`config.mk`:
```
export PLATFORM = sky130hd
export DESIGN_NAME = isvc_responder
export DESIGN_NICKNAME = d
export VERILOG_FILES = /design/src/rtl/isvc_pkg.sv /design/src/rtl/isvc_sync.sv /design/src/rtl/isvc_pending.sv /design/src/rtl/isvc_select.sv /design/src/rtl/isvc_responder.sv
export SDC_FILE = /design/constraint.sdc
export NUM_CORES = 1
export LEC_CHECK = 0
export ABC_AREA = 1
export BUFFER_PORTS_ARGS = -buffer_cell sky130_fd_sc_hd__buf_2
export CAP_MARGIN = 20
export CORE_MARGIN = 2
export CORE_UTILIZATION = 30
export DETAILED_ROUTE_END_ITERATION = 8
export GPL_TIMING_DRIVEN = 1
export SLEW_MARGIN = 20
export SYNTH_ARGS = -nofsm -noshare
export SYNTH_HDL_FRONTEND = slang
export SYNTH_SLANG_ARGS = --single-unit
```
`constraint.sdc`:
```
create_clock -name clk -period 3.7 [get_ports clk]
set_input_delay 0.555 -clock clk [delete_from_list [all_inputs] [get_ports clk]]
set_output_delay 0.555 -clock clk [all_outputs]
set_load 0.02 [all_outputs]
```
`src/rtl/isvc_pkg.sv`:
```
`timescale 1ns/1ps
package isvc_pkg;
  typedef enum logic {
    ST_IDLE = 1'b0,
    ST_SEL  = 1'b1
  } sel_state_e;
endpackage

```
`src/rtl/isvc_sync.sv`:
```
`timescale 1ns/1ps
// Multi-bit, per-bit flop-chain synchronizer for asynchronous tag inputs.
module isvc_sync #(
  parameter int WIDTH  = 2,
  parameter int STAGES = 2
) (
  input  logic             clk,
  input  logic             rst,
  input  logic [WIDTH-1:0] d,
  output logic [WIDTH-1:0] q
);
  genvar b;
  generate
    for (b = 0; b < WIDTH; b++) begin : g_bit
      logic [STAGES-1:0] chain;
      always_ff @(posedge clk) begin
        if (rst) begin
          chain <= '0;
        end else begin
          chain[0] <= d[b];
          for (int s = 1; s < STAGES; s++) begin
            chain[s] <= chain[s-1];
          end
        end
      end
      assign q[b] = chain[STAGES-1];
    end
  endgenerate
endmodule

```
`src/rtl/isvc_pending.sv`:
```
`timescale 1ns/1ps
// Pending request, stored return values and a one-entry deferral slot.
module isvc_pending #(
  parameter int CC_W   = 4,
  parameter int DATA_W = 16
) (
  input  logic              clk,
  input  logic              rst,
  input  logic              set,
  input  logic [CC_W-1:0]   set_cc,
  input  logic [DATA_W-1:0] set_data,
  input  logic              busy,
  input  logic              exit_evt,
  input  logic              clr,
  output logic              pend,
  output logic [CC_W-1:0]   hold_cc,
  output logic [DATA_W-1:0] hold_data
);
  logic              q_valid;
  logic [CC_W-1:0]   q_cc;
  logic [DATA_W-1:0] q_data;

  always_ff @(posedge clk) begin
    if (rst) begin
      pend      <= 1'b0;
      hold_cc   <= '0;
      hold_data <= '0;
      q_valid   <= 1'b0;
      q_cc      <= '0;
      q_data    <= '0;
    end else if (exit_evt) begin
      if (clr) pend <= 1'b0;
      if (set) begin
        pend      <= 1'b1;
        hold_cc   <= set_cc;
        hold_data <= set_data;
      end else if (q_valid) begin
        pend      <= 1'b1;
        hold_cc   <= q_cc;
        hold_data <= q_data;
      end
      q_valid <= 1'b0;
    end else if (busy) begin
      if (clr) pend <= 1'b0;
      if (set) begin
        q_valid <= 1'b1;
        q_cc    <= set_cc;
        q_data  <= set_data;
      end
    end else if (set) begin
      pend      <= 1'b1;
      hold_cc   <= set_cc;
      hold_data <= set_data;
    end
  end

  // a deferred request is posted when the exchange closes
  p_queue_reraise_r8: assert property (@(posedge clk) disable iff (rst)
    (exit_evt && q_valid) |=> pend);
endmodule

```
`src/rtl/isvc_select.sv`:
```
`timescale 1ns/1ps
// Selection state, registered return lines and strobe edge detection.
module isvc_select #(
  parameter int CC_W   = 4,
  parameter int DATA_W = 16
) (
  input  logic              clk,
  input  logic              rst,
  input  logic              svc_s,
  input  logic              stb_s,
  input  logic              addr_hit,
  input  logic              pend,
  input  logic [CC_W-1:0]   hold_cc,
  input  logic [DATA_W-1:0] hold_data,
  output logic              sel,
  output logic [CC_W-1:0]   cc_o,
  output logic [DATA_W-1:0] data_o,
  output logic              busy,
  output logic              exit_evt,
  output logic              clr
);
  import isvc_pkg::*;

  sel_state_e state;
  logic       stb_prev;

  assign busy     = (state == ST_SEL);
  assign exit_evt = busy && !svc_s;
  assign clr      = busy && stb_s && !stb_prev;
  assign sel      = busy;

  always_ff @(posedge clk) begin
    if (rst) begin
      state    <= ST_IDLE;
      cc_o     <= '0;
      data_o   <= '0;
      stb_prev <= 1'b0;
    end else begin
      stb_prev <= stb_s;
      case (state)
        ST_IDLE: if (svc_s && addr_hit && pend) begin
          state  <= ST_SEL;
          cc_o   <= hold_cc;
          data_o <= hold_data;
        end
        ST_SEL: if (!svc_s) begin
          state  <= ST_IDLE;
          cc_o   <= '0;
          data_o <= '0;
        end
        default: state <= ST_IDLE;
      endcase
    end
  end

  // returned values are frozen for the whole selection
  p_stable_return_r5: assert property (@(posedge clk) disable iff (rst)
    (sel && $past(sel)) |-> ($stable(cc_o) && $stable(data_o)));
endmodule

```
`src/rtl/isvc_responder.sv`:
```
`timescale 1ns/1ps
module isvc_responder #(
  parameter int                 ADDR_W      = 8,
  parameter int                 CC_W        = 4,
  parameter int                 DATA_W      = 16,
  parameter int                 SYNC_STAGES = 2,
  parameter logic [ADDR_W-1:0]  DEV_ADDR    = 8'h2A
) (
  input  logic              clk,
  input  logic              rst,
  input  logic              irq_set,
  input  logic [CC_W-1:0]   irq_cc,
  input  logic [DATA_W-1:0] irq_data,
  input  logic [ADDR_W-1:0] bus_addr,
  input  logic              svc_active,
  input  logic              strobe,
  output logic              sel_resp,
  output logic [CC_W-1:0]   cc_in,
  output logic [DATA_W-1:0] data_in,
  output logic              irq_req
);
  localparam int TAG_W = 2;

  logic [TAG_W-1:0]  tag_s;
  logic              svc_s, stb_s, addr_hit;
  logic              busy, exit_evt, clr, pend;
  logic [CC_W-1:0]   hold_cc;
  logic [DATA_W-1:0] hold_data;

  isvc_sync #(.WIDTH(TAG_W), .STAGES(SYNC_STAGES)) u_sync (
    .clk(clk), .rst(rst), .d({strobe, svc_active}), .q(tag_s));

  assign svc_s    = tag_s[0];
  assign stb_s    = tag_s[1];
  assign addr_hit = (bus_addr == DEV_ADDR);

  isvc_pending #(.CC_W(CC_W), .DATA_W(DATA_W)) u_pend (
    .clk(clk), .rst(rst), .set(irq_set), .set_cc(irq_cc), .set_data(irq_data),
    .busy(busy), .exit_evt(exit_evt), .clr(clr),
    .pend(pend), .hold_cc(hold_cc), .hold_data(hold_data));

  isvc_select #(.CC_W(CC_W), .DATA_W(DATA_W)) u_sel (
    .clk(clk), .rst(rst), .svc_s(svc_s), .stb_s(stb_s), .addr_hit(addr_hit),
    .pend(pend), .hold_cc(hold_cc), .hold_data(hold_data),
    .sel(sel_resp), .cc_o(cc_in), .data_o(data_in),
    .busy(busy), .exit_evt(exit_evt), .clr(clr));

  assign irq_req = pend;

  // selection only follows a synchronized service tag, a hit and a request
  p_rise_needs_match_r3: assert property (@(posedge clk) disable iff (rst)
    $rose(sel_resp) |-> $past(svc_s && addr_hit && pend));

  // no hit or nothing pending keeps the device deselected
  p_no_hit_no_sel_r4: assert property (@(posedge clk) disable iff (rst)
    (!sel_resp && !(addr_hit && pend)) |=> !sel_resp);

  // select response is held while service-active is seen
  p_hold_while_svc_r7: assert property (@(posedge clk) disable iff (rst)
    (sel_resp && svc_s) |=> sel_resp);

  // strobe leading edge retires the request
  p_strobe_clears_r6: assert property (@(posedge clk) disable iff (rst)
    (clr && svc_s && !irq_set) |=> !irq_req);
endmodule

```
==> run metrics <==
status=finished clean; switching part of the total=22.3%; Psw=354 uW; Mapped Area=2900 um2; Hold Path End=u_sync.g_bit[0].chain[1]$_SDFF_PP0_; Max-cap violations=0; leakage=0.00149 uW; delay-heaviest family, CP=simple AND/OR/NAND/NOR gates; Arrival @ worst endpoint=2.25 ns; Crit. End Element=flip-flop; Routed wire per std cell=roughly 12 um; Avg Inst Size Synth=between 7 and 8 um2; first-pass GRT wire length=10,900 um; DR pass1 iterations=4; reg2reg path depth=7; Port Buffers=54; Via density=4.43; Min Hold Slack=0.402 ns; Die X=102 um; antenna violations before repair=2; Routed WL=6650 um; Fmax=499 MHz; filler cell count=988; Setup CP Type=flip-flop to flip-flop; CP Buf/Inv Count=2; largest net degree at the start of global routing=47; RR Startpoint=u_sel.busy$_SDFF_PP0_; Num Clock Sinks=68; Post-Layout Cell Count=between 500 and 600; CTS buffer count=9; Total GRT Usage=roughly 13%; Initial Util=31.1%; layout cells sized above 1=19.4%; I/O pins=55; register bit count reported by yosys=68; GRT overflow=0; initial drt markers=~140; Reg power frac=48.2%; nets=455; core area=9330 um2; Placer Congestion=approximately 0.76; Worst R2R Setup Slack=~1.7 ns; hpwl dp=around 4600 um; Post-CTS Hold Buffers=0; Die Area=10,500 um2; fin area=3380 um2; Required @ worst endpoint=about 3.9 ns; DP Area=approximately 3100 um2; Slew HR=40.2%; Clk pwr share=46.1%; total power draw=1580 uW; Clock Tree Buf Depth=2; Cell Chain, Critical Path=nand2_1, nand2_2, inv_1, nor2_1, nor2_1, nand2_1, inv_1; Post-CTS Setup Bufs=0; PwrDens=469 nW/um2; Post-Place Cells=540; Ant. Diodes=0; height of the die=between 100 and 150 um; final number of hold-violating endpoints=0; actual slew at the worst max-slew pin=around 0.90 ns; RSZ-0062 raised after global routing=no; Layout area overhead=16.5%; Hold Path Depth=2; slowest cell on the critical path=dfxtp_1; Clock transition at path regs=0.07 ns; CP peak stage delay=0.55 ns; CTS resizes=0; number of setup violations in the final report=0; HP Start=u_sync.g_bit[0].chain[0]$_SDFF_PP0_; Synth warnings=0; Peak supply drop=0.172 mV; setup_tns=0 ns; Worst Clk Skew=0.00843 ns; min Tclk post-route=2.00 ns; CTS H-tree depth=3; Yosys cell types=25; vias in the first global route=2,249; synthesized netlist cell count=around 380; reg2reg end=u_pend.hold_data[6]$_SDFFE_PP0P_; crit share post-route=54.1%; Worst Setup Start Kind=flip-flop; via count=2,461; combinational share of power=5.7%; worst skew pair latency=0.34 ns; Core Rows=35; Cell Int Power=around 1200 uW; hold crit path type=flip-flop to flip-flop; syn_nets=approximately 420; root buf cell=clkbuf_8; Final ANT Viol Nets=0; CTS tree=yes; register area share after synthesis=~47%; Slew Viols, Final=0; largest fanout on the critical path=22; drt drc=0
==> logic make-up (layout without fill, tap and decap cells) <==
logic type | after synthesis | after routing | synth area share (%)
buffers and inverters | 81 | 124 | 14.0
AOI/OAI and AO/OA | 80 | 80 | 16.1
and+or+nand+nor | 155 | 155 | 23.0
DFF | 68 | 68 | 46.9
==> worst max-delay path by stage <==
stage | endpoint | depth (start not counted) | start | slack, ns
after CTS | u_pend.hold_cc[0]$_SDFFE_PP0P_ | 7 | u_sel.busy$_SDFF_PP0_ | 1.68
final | u_pend.hold_data[6]$_SDFFE_PP0P_ | 7 | u_sel.busy$_SDFF_PP0_ | 1.70
after floorplan | u_pend.hold_data[10]$_SDFFE_PP0P_ | 10 | u_sel.busy$_SDFF_PP0_ | 2.33
after global routing | u_pend.hold_data[10]$_SDFFE_PP0P_ | 7 | u_sel.busy$_SDFF_PP0_ | 1.46
after detailed placement | u_sel.data_o[13]$_SDFFE_PP0P_ | 6 | bus_addr[0] | 1.53
after global placement | u_pend.hold_cc[0]$_SDFFE_PP0P_ | 8 | irq_set | 1.56
==> worst register-to-register path, stage by stage, from the launching register on <==
cell and delay [ns]:
dfxtp_1 0.55, nand2_1 0.16, nand2_2 0.36, inv_1 0.42
nor2_1 0.22, nor2_1 0.06, nand2_1 0.10, inv_1 0.03
==> layout by cell type, fill, tap and decap left out, types with 2 or more instances in the layout <==
master / netlist / final
a211oi_1: 14 / 14
o21ai_1: 10 / 10
inv_1: 50 / 50
inv_2: 2 / 2
buf_4: 3 / 2
a211oi_2: 4 / 4
buf_2: 7 / 54
clkinvlp_4: 0 / 2
nand3_1: 44 / 44
dfxtp_1: 68 / 68
clkbuf_8: 1 / 9
a21oi_1: 43 / 43
clkinv_2: 0 / 2
nor2_1: 69 / 68
nand2_1: 34 / 34
o21ai_0: 8 / 8
nand4_1: 2 / 2
bufinv_16: 0 / 3
nand2_2: 2 / 2
==> power by group through the flow <==
stage	logic (uW)	clock network [uW]	registers [uW]
floorplan	61.4	0	776
global placement	89.5	0	780
detailed placement	90.4	0	780
CTS	91.2	744	763
global route	105	781	765
finish	90.5	730	763
==> sequential cells by signal, indices dropped and copies added (netlist names), 4 cells and up <==
register	cells
u_sel.cc_o	4
u_pend.q_cc	4
u_pend.hold_cc	4
u_sync.g_bit.chain	4
u_pend.q_data	16
u_pend.hold_data	16
u_sel.data_o	16
==> area by class of cell <==
type,instances,area (um2),area share [%]
timing repair buffer,56,285,8.44
clock buffer,9,124,3.67
inverter,52,195,5.78
clock inverter,7,115,3.41
multi-input combinational,235,1140,33.6
sequential,68,1360,40.3
tap,129,161,4.78
==> metal layers <==
metal  share of wire (%)  vias up  wire length (um)  global-route usage [%]
met5                0.17        -                11                       0
met4                 2.5        2               166                    7.38
met3                 5.6       14               375                    3.83
met2                  43       49              2830                    19.4
met1                  49     1081              3270                    17.9
li1                    -     1315                 -                       -
==> stage by stage <==
stage | setup slack (ns) | utilization [%]
after floorplan | 2.33 | -
after global placement | 1.56 | 33.6
after detailed placement | 1.53 | 33.6
after CTS | 1.68 | 36.2
after global routing | 1.46 | 36.2
final | 1.70 | 36.2
==> cells in the mapped netlist <==
master / instances / area, um2
o31ai_1: 1 / 7.51
clkbuf_8: 1 / 13.8
o21ai_1: 10 / 50.1
nor2_1: 69 / 259
nand3b_1: 1 / 7.51
inv_1: 50 / 188
buf_2: 7 / 35.0
a211oi_2: 4 / 50.1
nor3_1: 1 / 5.00
clkbuf_1: 8 / 30.0
buf_1: 1 / 3.75
nand2_1: 34 / 128
nand3_2: 1 / 10.0
buf_6: 8 / 90.1
a21oi_1: 43 / 215
nand4_1: 2 / 12.5
o21ai_0: 8 / 40.0
a211oi_1: 14 / 105
nand2_2: 2 / 12.5
buf_4: 3 / 22.5
buf_8: 1 / 15.0
inv_2: 2 / 7.51
nand3_1: 44 / 220
nor2_4: 1 / 11.3
dfxtp_1: 68 / 1360
No activity file was read; power rests on OpenSTA's default activity.
